`config.mk`:
```
export PLATFORM = sky130hd
export DESIGN_NAME = mcr_spi_regfile
export DESIGN_NICKNAME = d
export VERILOG_FILES = /design/src/rtl/mcr_pkg.sv /design/src/rtl/mcr_pin_sync.sv /design/src/rtl/mcr_frame_rx.sv /design/src/rtl/mcr_sdo_shift.sv /design/src/rtl/mcr_regbank.sv /design/src/rtl/mcr_spi_regfile.sv
export SDC_FILE = /design/constraint.sdc
export NUM_CORES = 1
export LEC_CHECK = 0
export BUFFER_PORTS_ARGS = -buffer_cell sky130_fd_sc_hd__buf_2
export CAP_MARGIN = 0
export CORE_MARGIN = 10
export CORE_UTILIZATION = 45
export CTS_CLUSTER_SIZE = 8
export DETAILED_ROUTE_END_ITERATION = 7
export PLACE_DENSITY = 0.67
export SLEW_MARGIN = 10
export SYNTH_ARGS = -nofsm -noshare
export SYNTH_HDL_FRONTEND = slang
export SYNTH_SLANG_ARGS = --single-unit
```
`constraint.sdc`:
```
create_clock -name clk -period 5 [get_ports clk]
set_input_delay 0 -clock clk [delete_from_list [all_inputs] [get_ports clk]]
set_output_delay 0 -clock clk [all_outputs]
set_load 0.01 [all_outputs]
```
`src/rtl/mcr_pkg.sv`:
```
// Shared frame geometry and register addresses for the mode-control register file.
package mcr_pkg;
    localparam int FRAME_BITS = 16;
    localparam int ADDR_W     = 7;
    localparam int DATA_W     = 8;
    localparam int HDR_BITS   = 1 + ADDR_W;
    localparam int CNT_W      = $clog2(FRAME_BITS + 1);
    localparam int NUM_REGS   = 3;
    localparam int ADDR_CTRL  = 0;
    localparam int ADDR_RAND  = 1;
    localparam int ADDR_OUTM  = 2;
    localparam int RST_BIT    = 7;
    localparam int RAND_BIT   = 0;
    localparam logic [2:0] CUR_RSVD = 3'b011;
endpackage

```
`src/rtl/mcr_pin_sync.sv`:
```
// Brings asynchronous pins into the clk domain through a flop chain.
// It also keeps one extra stage, so callers can find edges.
// Assumes: each pin stays stable for several clk periods between changes.
module mcr_pin_sync #(
    parameter int WIDTH  = 3,
    parameter int STAGES = 2,
    parameter logic [WIDTH-1:0] RST_VAL = '0
) (
    input  logic             clk,
    input  logic             rst_n,
    input  logic [WIDTH-1:0] pins_in,
    output logic [WIDTH-1:0] lvl,
    output logic [WIDTH-1:0] prev
);
    for (genvar g = 0; g < WIDTH; g++) begin : g_pin
        logic [STAGES:0] chain;
        // Shift the pin through the synchronizer and the edge-history stage.
        always_ff @(posedge clk) begin
            if (!rst_n) chain <= {(STAGES + 1){RST_VAL[g]}};
            else        chain <= {chain[STAGES-1:0], pins_in[g]};
        end
        assign lvl[g]  = chain[STAGES-1];
        assign prev[g] = chain[STAGES];
    end
endmodule

```
`src/rtl/mcr_frame_rx.sv`:
```
// Assembles a serial frame from synchronized pin levels.
// It reports a write on chip-select release and exposes the header for reads.
// Assumes: the serial clock idles low and data is sampled on its rising edge.
module mcr_frame_rx #(
    parameter int FRAME_BITS = mcr_pkg::FRAME_BITS,
    parameter int ADDR_W     = mcr_pkg::ADDR_W,
    parameter int DATA_W     = mcr_pkg::DATA_W,
    localparam int HDR_BITS  = 1 + ADDR_W,
    localparam int CNT_W     = $clog2(FRAME_BITS + 1)
) (
    input  logic              clk,
    input  logic              rst_n,
    input  logic              cs_lvl,
    input  logic              cs_prev,
    input  logic              sck_lvl,
    input  logic              sck_prev,
    input  logic              sdi_lvl,
    output logic              active,
    output logic              sck_fall,
    output logic [CNT_W-1:0]  bit_cnt,
    output logic              at_hdr,
    output logic              hdr_is_read,
    output logic [ADDR_W-1:0] hdr_addr,
    output logic              wr_stb,
    output logic [ADDR_W-1:0] wr_addr,
    output logic [DATA_W-1:0] wr_data
);
    logic [FRAME_BITS-1:0] shreg;
    logic sck_rise, cs_rise;

    assign active   = !cs_lvl;
    assign sck_rise = sck_lvl && !sck_prev;
    assign sck_fall = !sck_lvl && sck_prev;
    assign cs_rise  = cs_lvl && !cs_prev;

    // Shift in one bit on each of the first FRAME_BITS rising edges, and clear between transfers.
    always_ff @(posedge clk) begin
        if (!rst_n) begin
            bit_cnt <= '0;
            shreg   <= '0;
        end else if (!active) begin
            bit_cnt <= '0;
        end else if (sck_rise && bit_cnt < CNT_W'(FRAME_BITS)) begin
            shreg   <= {shreg[FRAME_BITS-2:0], sdi_lvl};
            bit_cnt <= bit_cnt + 1'b1;
        end
    end

    assign at_hdr      = (bit_cnt == CNT_W'(HDR_BITS));
    assign hdr_is_read = shreg[ADDR_W];
    assign hdr_addr    = shreg[ADDR_W-1:0];
    assign wr_addr     = shreg[FRAME_BITS-2 -: ADDR_W];
    assign wr_data     = shreg[DATA_W-1:0];
    assign wr_stb      = cs_rise && (bit_cnt == CNT_W'(FRAME_BITS)) && !shreg[FRAME_BITS-1];
endmodule

```
`src/rtl/mcr_sdo_shift.sv`:
```
// Drives the readback byte on sdo, one bit per falling serial-clock edge.
// Assumes: the read data for the header address is valid at the header boundary.
module mcr_sdo_shift #(
    parameter int FRAME_BITS = mcr_pkg::FRAME_BITS,
    parameter int DATA_W     = mcr_pkg::DATA_W,
    parameter int HDR_BITS   = mcr_pkg::HDR_BITS,
    localparam int CNT_W     = $clog2(FRAME_BITS + 1)
) (
    input  logic              clk,
    input  logic              rst_n,
    input  logic              active,
    input  logic              sck_fall,
    input  logic [CNT_W-1:0]  bit_cnt,
    input  logic              at_hdr,
    input  logic              hdr_is_read,
    input  logic [DATA_W-1:0] rd_data,
    output logic              sdo
);
    logic [DATA_W-1:0] txbuf;
    logic              rd_on;

    // Load at the header boundary, shift during the data phase, and hold sdo low otherwise.
    always_ff @(posedge clk) begin
        if (!rst_n || !active) begin
            sdo   <= 1'b0;
            txbuf <= '0;
            rd_on <= 1'b0;
        end else if (sck_fall) begin
            if (at_hdr && hdr_is_read) begin
                sdo   <= rd_data[DATA_W-1];
                txbuf <= {rd_data[DATA_W-2:0], 1'b0};
                rd_on <= 1'b1;
            end else if (rd_on && bit_cnt > CNT_W'(HDR_BITS) && bit_cnt < CNT_W'(FRAME_BITS)) begin
                sdo   <= txbuf[DATA_W-1];
                txbuf <= {txbuf[DATA_W-2:0], 1'b0};
            end else begin
                sdo   <= 1'b0;
            end
        end
    end
endmodule

```
`src/rtl/mcr_regbank.sv`:
```
// Holds the mode registers, handles the software reset and muxes readback.
// Address 0 is write-only: its reset bit clears itself.
// Assumes: wr_stb is a single-cycle strobe.
module mcr_regbank #(
    parameter int NUM_REGS  = mcr_pkg::NUM_REGS,
    parameter int ADDR_W    = mcr_pkg::ADDR_W,
    parameter int DATA_W    = mcr_pkg::DATA_W,
    parameter int RST_BIT   = mcr_pkg::RST_BIT,
    parameter int RAND_ADDR = mcr_pkg::ADDR_RAND,
    parameter int RAND_BIT  = mcr_pkg::RAND_BIT,
    parameter int OUTM_ADDR = mcr_pkg::ADDR_OUTM,
    parameter int CTRL_ADDR = mcr_pkg::ADDR_CTRL
) (
    input  logic              clk,
    input  logic              rst_n,
    input  logic              wr_stb,
    input  logic [ADDR_W-1:0] wr_addr,
    input  logic [DATA_W-1:0] wr_data,
    input  logic [ADDR_W-1:0] rd_addr,
    output logic [DATA_W-1:0] rd_data,
    output logic [DATA_W-1:0] outm_q,
    output logic              rand_q,
    output logic              soft_rst
);
    logic [DATA_W-1:0] store [NUM_REGS];
    logic              clear_all;

    assign clear_all = wr_stb && (wr_addr == ADDR_W'(CTRL_ADDR)) && wr_data[RST_BIT];

    for (genvar g = 0; g < NUM_REGS; g++) begin : g_reg
        if (g == CTRL_ADDR) begin : g_ctrl
            assign store[g] = '0;
        end else begin : g_mode
            // Store the mode byte on a matching write, and clear it on reset or software reset.
            always_ff @(posedge clk) begin
                if (!rst_n || clear_all)                      store[g] <= '0;
                else if (wr_stb && wr_addr == ADDR_W'(g))     store[g] <= wr_data;
            end
        end
    end

    // Register the software reset so it is one clean cycle wide.
    always_ff @(posedge clk) begin
        if (!rst_n) soft_rst <= 1'b0;
        else        soft_rst <= clear_all;
    end

    // Select readback data: unmapped addresses give zero.
    always_comb begin
        rd_data = '0;
        for (int i = 0; i < NUM_REGS; i++)
            if (rd_addr == ADDR_W'(i)) rd_data = store[i];
    end

    assign outm_q = store[OUTM_ADDR];
    assign rand_q = store[RAND_ADDR][RAND_BIT];
endmodule

```
`src/rtl/mcr_spi_regfile.sv`:
```
// Top of the serial mode-control register file.
// It synchronizes the pins, receives frames, stores the registers and drives readback.
// Assumes: the serial clock is at least 8 times slower than clk.
module mcr_spi_regfile #(
    parameter int SYNC_STAGES = 2
) (
    input  logic       clk,
    input  logic       rst_n,
    input  logic       cs_n,
    input  logic       sck,
    input  logic       sdi,
    output logic       sdo,
    output logic [2:0] ser_mode,
    output logic       out_off,
    output logic       term_en,
    output logic [2:0] lvds_cur,
    output logic       rand_en,
    output logic       soft_rst
);
    import mcr_pkg::*;

    logic [2:0] pin_lvl, pin_prev;
    logic cs_lvl, active, sck_fall, at_hdr, hdr_is_read, wr_stb, rand_q;
    logic [CNT_W-1:0]  bit_cnt;
    logic [ADDR_W-1:0] hdr_addr, wr_addr;
    logic [DATA_W-1:0] wr_data, rd_data, outm_q;
    logic [2:0]        cur_raw;

    mcr_pin_sync #(.WIDTH(3), .STAGES(SYNC_STAGES), .RST_VAL(3'b001)) sync_i (
        .clk(clk), .rst_n(rst_n), .pins_in({sdi, sck, cs_n}),
        .lvl(pin_lvl), .prev(pin_prev)
    );

    assign cs_lvl = pin_lvl[0];

    mcr_frame_rx #(.FRAME_BITS(FRAME_BITS), .ADDR_W(ADDR_W), .DATA_W(DATA_W)) rx_i (
        .clk(clk), .rst_n(rst_n),
        .cs_lvl(pin_lvl[0]), .cs_prev(pin_prev[0]),
        .sck_lvl(pin_lvl[1]), .sck_prev(pin_prev[1]),
        .sdi_lvl(pin_lvl[2]),
        .active(active), .sck_fall(sck_fall), .bit_cnt(bit_cnt),
        .at_hdr(at_hdr), .hdr_is_read(hdr_is_read), .hdr_addr(hdr_addr),
        .wr_stb(wr_stb), .wr_addr(wr_addr), .wr_data(wr_data)
    );

    mcr_regbank regs_i (
        .clk(clk), .rst_n(rst_n), .wr_stb(wr_stb), .wr_addr(wr_addr),
        .wr_data(wr_data), .rd_addr(hdr_addr), .rd_data(rd_data),
        .outm_q(outm_q), .rand_q(rand_q), .soft_rst(soft_rst)
    );

    mcr_sdo_shift #(.FRAME_BITS(FRAME_BITS), .DATA_W(DATA_W), .HDR_BITS(HDR_BITS)) tx_i (
        .clk(clk), .rst_n(rst_n), .active(active), .sck_fall(sck_fall),
        .bit_cnt(bit_cnt), .at_hdr(at_hdr), .hdr_is_read(hdr_is_read),
        .rd_data(rd_data), .sdo(sdo)
    );

    // Decode the output-mode fields; the reserved current code is shown as the default.
    assign ser_mode = outm_q[2:0];
    assign out_off  = outm_q[3];
    assign term_en  = outm_q[4];
    assign cur_raw  = outm_q[7:5];
    assign lvds_cur = (cur_raw == CUR_RSVD) ? 3'b000 : cur_raw;
    assign rand_en  = rand_q;
endmodule

```
After elaboration in Yosys (flattened, before gate mapping):

Cells that the tools add are included.

* register bits after elaboration: 56
* input bits: 5
* output and inout bits: 11
* logic and storage cells: 56

* $add $sub $neg: 1
* magnitude comparators: 2
* equality and inequality tests: 7
* mux-type cells: 7
* bitwise operators: 2
* reductions and logical operators: 26

Operators with widths (count)
* $mux W8: 4
* $eq A7 B1 Y1 const B: 2
* $eq A7 B2 Y1 const B: 2
* $logic_and A1 B1 Y1: 13
* $logic_not A7 Y1: 1
* $reduce_and A2 Y1: 3
* $add A5 B1 Y5 const B: 1
* $eq A5 B4 Y1 const B: 1
* $eq A5 B5 Y1 const B: 1
* $gt A5 B4 Y1 const B: 1
* $logic_not A1 Y1: 5
* $lt A5 B5 Y1 const B: 1
* $eq A3 B2 Y1 const B: 1
* $mux W3: 1
* $logic_or A1 B1 Y1: 2
* $mux W1: 2
* $not A1 Y1: 2
* $reduce_bool A2 Y1: 1
* $reduce_or A2 Y1: 1

Longest topological paths before layout:

* word-level depth: 7
* depth in mapped cells: 7
* mapped depth without buffers: 6

Cells and area by module:

Synthesis repeated with hierarchy kept, for this count alone.

* cells, all modules: 294
* area, all modules: 2717.6 sq um

By module, submodules not included
* mcr_frame_rx: instances 1, cells each 123, area an instance 1049.8 sq um, sequential area each 420.4 sq um
* mcr_regbank: instances 1, cells each 88, area an instance 815.8 sq um, sequential area each 340.3 sq um
* mcr_sdo_shift: instances 1, cells each 55, area an instance 544.3 sq um, sequential area each 180.2 sq um
* mcr_pin_sync: instances 1, cells each 24, area an instance 281.5 sq um, sequential area each 180.2 sq um
* mcr_spi_regfile: instances 1, cells each 4, area an instance 26.3 sq um, sequential area each 0.0 sq um

Worst setup path after synthesis:

No wires, ideal clock.

* kind: register -> register
* start point: reg rx_i.bit_cnt[0]
* end point: reg regs_i.store, in the netlist regs_i.rand_q
* library setup time: 0.116 ns
* arrival: 1.547 ns
* required time: 4.884 ns
* slack: 3.336 ns
* stages on the path, launching flop included: 7
* path buffers: 0
* period minus slack after synthesis: 1.664 ns
* path through: dfxtp_1 -> inv_1 -> ha_1 -> nor4bb_1 -> nand4_1 -> mux2i_1 -> nor2_1

* word-level cells in the longest chain between the ends: 6
* elaborated cells between the ends (all ways): 7
* classes of those cells: eq/ne: 1; reduce/logical: 6

Ends and longest elaborated chain
* start, declared: line mcr_frame_rx.sv:20 `output logic [CNT_W-1:0] bit_cnt,`
* start signal, assigned: line mcr_frame_rx.sv:45 `bit_cnt <= bit_cnt + 1'b1;`
* $eq A5 B5 Y1 (*): line mcr_frame_rx.sv:54 `assign wr_stb = cs_rise && (bit_cnt == CNT_W'(FRAME_BITS)) && !shreg[FRAME_BITS-1];`
* $logic_and A1 B1 Y1 (*) (2 in a row): line mcr_frame_rx.sv:54
* $logic_and A1 B1 Y1 (2 in a row): line mcr_regbank.sv:28 `assign clear_all = wr_stb && (wr_addr == ADDR_W'(CTRL_ADDR)) && wr_data[RST_BIT];`
* $logic_or A1 B1 Y1: line mcr_regbank.sv:36 `if (!rst_n || clear_all) store[g] <= '0;`
* end signal, assigned by index: line mcr_regbank.sv:37 `else if (wr_stb && wr_addr == ADDR_W'(g)) store[g] <= wr_data;`
* end, declared: line mcr_regbank.sv:25 `logic [DATA_W-1:0] store [NUM_REGS];`

Every way passes the cells marked *; elsewhere a longest branch is shown, timed or not.
A chain may end at the register's enable or synchronous reset.

Final worst setup path:

* start point: reg sync_i.g_pin[1].chain[1]
* end point: reg rx_i.shreg[10]

* word-level cells in the longest chain between the ends: 3

Ends and longest elaborated chain
* start, declared: line mcr_pin_sync.sv:16 `logic [STAGES:0] chain;`
* start signal, assigned: line mcr_pin_sync.sv:19 `if (!rst_n) chain <= {(STAGES + 1){RST_VAL[g]}};`
* start signal, assigned: line mcr_pin_sync.sv:20 `else chain <= {chain[STAGES-1:0], pins_in[g]};`
* $logic_and A1 B1 Y1: line mcr_frame_rx.sv:32 `assign sck_rise = sck_lvl && !sck_prev;`
* $logic_and A1 B1 Y1: line mcr_frame_rx.sv:43 `end else if (sck_rise && bit_cnt < CNT_W'(FRAME_BITS)) begin`
* $reduce_and A2 Y1 (no source line)
* end signal, assigned: line mcr_frame_rx.sv:44 `shreg <= {shreg[FRAME_BITS-2:0], sdi_lvl};`
* end, declared: line mcr_frame_rx.sv:28 `logic [FRAME_BITS-1:0] shreg;`

Every way passes these cells.

==> reports/summary.json <==
{
  "run_status": {"value": "finished, final reports clean"},
  "ys.flop_type": {"value": "sky130_fd_sc_hd__dfxtp_1"},
  "skew": {"value": 0.0147, "unit": "ns"},
  "hold_path.class": {"value": "reg -> reg"},
  "critical_path.slowest_cell": {"value": "sky130_fd_sc_hd__nor2b_1"},
  "fin_crit_sh": {"value": 41.4, "unit": "%"},
  "sequential_cell_area": {"value": 1100, "unit": "um^2"},
  "critical_path.cell_chain": {"value": "nor3b_2, nor2b_1, nand2_1, a21oi_1"},
  "drc": {"value": 0},
  "rsz0062_at_grt": {"value": "false"},
  "design.final.nets": {"value": 270},
  "finish.utilization": {"value": 50.3, "unit": "%"},
  "achievable-frequency": {"value": 483, "unit": "MHz"},
  "worstReg2RegEnd": {"value": "rx_i.shreg[10]"},
  "design.core.area": {"value": 5070, "unit": "um^2"},
  "drt-wirelength-per-cell": {"value": 13.6, "unit": "um"},
  "multi_input_comb_area": {"value": 1110, "unit": "um^2"},
  "htree_num_levels": {"value": 2},
  "irDropWorstVdd": {"value": 0.000180, "unit": "V"},
  "syn_to_final_growth": {"value": 8.69, "unit": "%"},
  "dieArea": {"value": 8500, "unit": "um^2"},
  "final_cell_mix": {"value": "55 x sky130_fd_sc_hd__dfxtp_1, 34 x sky130_fd_sc_hd__nand2_1, 31 x sky130_fd_sc_hd__nor2_1"},
  "final.fill_count": {"value": 487},
  "pre_cts_slack": {"value": 2.93, "unit": "ns"},
  "cts_repair_resize_count": {"value": 0},
  "diodes": {"value": 0},
  "worstHoldEndpoint": {"value": "sync_i.g_pin[0].chain[1]"},
  "reg2regPathDepth": {"value": 4},
  "p_leak": {"value": 0.924, "unit": "nW"},
  "grt_pass1_vias": {"value": 1678},
  "postPlaceCellArea": {"value": 2420, "unit": "um^2"},
  "globalRoute.busiestLayer": {"value": "met2"},
  "synth_cell_types": {"value": 47},
  "critical_path.max_fanout": {"value": 16},
  "crit_end_element": {"value": "register"},
  "vias": {"value": 1698},
  "drv_slew": {"value": 0},
  "gp_routability_congestion": {"value": 0.795},
  "floorplan.initialDensity": {"value": 46.3, "unit": "%"},
  "globalRouteMet1Util": {"value": 13.9, "unit": "%"},
  "stdcell_area": {"value": 2550, "unit": "um^2"},
  "ys_seq_area_share": {"value": 46.9, "unit": "%"},
  "syn-mean-instance-area": {"value": 9.35, "unit": "um^2"},
  "first_pass_iters": {"value": 4},
  "mappedNetlistNets": {"value": 258},
  "overflow": {"value": 0},
  "antenna_found_initial": {"value": 0},
  "count_of_flip_flops_with_a_built_in_enable_after_synthesis": {"value": 0},
  "cell_types_with_the_largest_area_share_after_synthesis": {"value": "sky130_fd_sc_hd__dfxtp_1 47%, sky130_fd_sc_hd__mux2i_1 6.8%, sky130_fd_sc_hd__nand2_1 5.4%"},
  "ys_async_sr_fraction": {"value": 0, "unit": "%"},
  "ff2ff_setup_slack": {"value": 2.93, "unit": "ns"},
  "final_setup_violation_count": {"value": 0},
  "min_from": {"value": "sync_i.g_pin[0].chain[0]"},
  "setup_tns": {"value": 0, "unit": "ns"},
  "final_common_cell": {"value": "sky130_fd_sc_hd__dfxtp_1"},
  "grt_first_pass_wirelength": {"value": 7870, "unit": "um"},
  "cp.arrival": {"value": 2.29, "unit": "ns"},
  "cts.sinks": {"value": 55},
  "cp-start-kind": {"value": "register"},
  "cts_made_buffers": {"value": 5},
  "syn-instance-count": {"value": 251},
  "detail-route-antenna-nets": {"value": 0},
  "clk_pin_slew_worst_paths": {"value": 0.09, "unit": "ns"},
  "max_cap_violations": {"value": 0},
  "die_w": {"value": 92.2, "unit": "um"},
  "post_drt_via_cell_ratio": {"value": 5.08},
  "globalRouteMet3Util": {"value": 2.93, "unit": "%"},
  "worst_hold_check_slack": {"value": 0.414, "unit": "ns"},
  "synth_top_cell_by_area": {"value": "sky130_fd_sc_hd__dfxtp_1"},
  "max_slew.worst_pin.slew": {"value": 0.989, "unit": "ns"},
  "maximum_number_of_pins_on_one_net_before_global_route_repair": {"value": 19},
  "crit_path_class": {"value": "reg -> reg"},
  "tritoncts": {"value": "built"},
  "die-height": {"value": 92.2, "unit": "um"},
  "post-synth-top-area-fraction": {"value": 46.9, "unit": "%"},
  "synth-warning-count": {"value": 0},
  "finalWorstPathRequiredPeriod": {"value": 2.07, "unit": "ns"},
  "postCtsSetupRepairBufs": {"value": 0},
  "layout-drive-gt1-share": {"value": 14.0, "unit": "%"},
  "power-per-cell-area": {"value": 273, "unit": "nW/um^2"},
  "fp-row-count": {"value": 26},
  "placement.io_buffers": {"value": 15},
  "required": {"value": 5.22, "unit": "ns"},
  "worst_skew_pair.late_latency": {"value": 0.30, "unit": "ns"},
  "grt_util_all_layers": {"value": 11.1, "unit": "%"},
  "root_buffer": {"value": "sky130_fd_sc_hd__clkbuf_8"},
  "hpwl": {"value": 3330, "unit": "um"},
  "hold_depth": {"value": 1},
  "worst_r2r_startpoint": {"value": "sync_i.g_pin[1].chain[1]"},
  "final_ws_setup": {"value": 2.93, "unit": "ns"},
  "ffs_latches_synth": {"value": 55},
  "hold_viol": {"value": 0},
  "syn-cell-area": {"value": 2350, "unit": "um^2"},
  "slew_headroom": {"value": 33.9, "unit": "%"},
  "drt_first_iter_violations": {"value": 95},
  "met2_usage": {"value": 18.1, "unit": "%"},
  "critical-path-max-stage-delay": {"value": 0.85, "unit": "ns"},
  "detail_route.wirelength": {"value": 4560, "unit": "um"},
  "cts-root-to-sink-buffers": {"value": 2},
  "num_io_pins": {"value": 16}
}
==> critical path: cells and delay by family (launching register included) <==
family | cells | cell delay, ns
simple gates | 3 | 1.44
flops | 1 | 0.38
compound gates | 1 | 0.17
==> final cells by class <==
type                            instances  area share (%)
Multi-Input combinational cell        171            43.7
Sequential cell                        55            43.2
Timing Repair Buffer                   20            4.90
Tap cell                               70            3.43
Clock buffer                            6            2.84
Inverter                               10            1.47
Clock inverter                          2           0.490
==> Yosys cell counts, types with 2 or more instances <==
| cell type | n |
|---|---|
| sky130_fd_sc_hd__a21oi_1 | 22 |
| sky130_fd_sc_hd__nand4_1 | 3 |
| sky130_fd_sc_hd__a21boi_0 | 2 |
| sky130_fd_sc_hd__nor2_1 | 31 |
| sky130_fd_sc_hd__nor4bb_1 | 2 |
| sky130_fd_sc_hd__ha_1 | 2 |
| sky130_fd_sc_hd__a221oi_1 | 3 |
| sky130_fd_sc_hd__a22o_1 | 5 |
| sky130_fd_sc_hd__clkbuf_4 | 2 |
| sky130_fd_sc_hd__inv_1 | 9 |
| sky130_fd_sc_hd__xor2_1 | 2 |
| sky130_fd_sc_hd__nand2_1 | 34 |
| sky130_fd_sc_hd__a22o_2 | 3 |
| sky130_fd_sc_hd__buf_4 | 5 |
| sky130_fd_sc_hd__clkbuf_1 | 4 |
| sky130_fd_sc_hd__clkbuf_2 | 2 |
| sky130_fd_sc_hd__nand2b_1 | 5 |
| sky130_fd_sc_hd__dfxtp_1 | 55 |
| sky130_fd_sc_hd__a211oi_1 | 4 |
| sky130_fd_sc_hd__mux2i_1 | 16 |
| sky130_fd_sc_hd__and2_1 | 5 |
| sky130_fd_sc_hd__nand3_1 | 5 |
| sky130_fd_sc_hd__nor2b_1 | 5 |
| sky130_fd_sc_hd__a2111oi_2 | 2 |
==> repair_timing <==
action                     in CTS  in global routing
hold endpoints to repair        4                  0
hold buffers                    5                  0
setup endpoints to repair       0                  0
==> sequential cells by signal, indices dropped and copies added, names as in the netlist <==
| signal | flops |
|---|---|
| regs_i.store | 7 |
| regs_i.soft_rst | 1 |
| tx_i.txbuf | 7 |
| tx_i.sdo | 1 |
| sync_i.g_pin.chain | 8 |
| regs_i.rand_q | 1 |
| tx_i.rd_on | 1 |
| rx_i.bit_cnt | 5 |
| regs_i.outm_q | 8 |
| rx_i.shreg | 16 |
==> logic make-up after synthesis <==
group	synth area share (%)
AO/OA/AOI/OAI	14.0
XOR/XNOR	1.12
adder cells (fa/ha/maj)	1.07
buffers and inverters	5.60
flip-flops	46.9
multiplexers	6.82
AND/OR/NAND/NOR	24.5
==> stage by stage <==
step,std cells,total power (W)
final,334,0.000695
after global routing,334,0.000724
after CTS,334,0.000704
after detailed placement,321,0.000466
after global placement,321,0.000466
after floorplan,251,0.000462
==> worst max path at each step <==
stage / depth (start not counted) / from / end
2_1_floorplan: 6 / rx_i.bit_cnt[0] / regs_i.rand_q
3_3_place_gp: 4 / sync_i.g_pin[1].chain[1] / rx_i.shreg[4]
3_5_place_dp: 4 / sync_i.g_pin[1].chain[1] / rx_i.shreg[10]
4_1_cts: 4 / sync_i.g_pin[1].chain[1] / rx_i.shreg[10]
5_1_grt: 4 / sync_i.g_pin[1].chain[1] / rx_i.shreg[7]
6_report: 4 / sync_i.g_pin[1].chain[1] / rx_i.shreg[10]
==> routing by layer <==
layer	routed length, um	vias up
met5	0	-
met4	31	0
li1	-	885
met2	2140	22
met3	150	4
met1	2240	787
==> report_power, final <==
| group | internal [W] | leakage [nW] | total [W] | switching [W] |
|---|---|---|---|---|
| clock network | 0.0000982 | 0.0412 | 0.000236 | 0.000138 |
| registers | 0.000440 | 0.444 | 0.000442 | 0.00000133 |
| logic | 0.00000710 | 0.438 | 0.0000170 | 0.00000991 |
| total | 0.000546 | 0.924 | 0.000695 | 0.000149 |
Power figures use the tool's default switching activity.
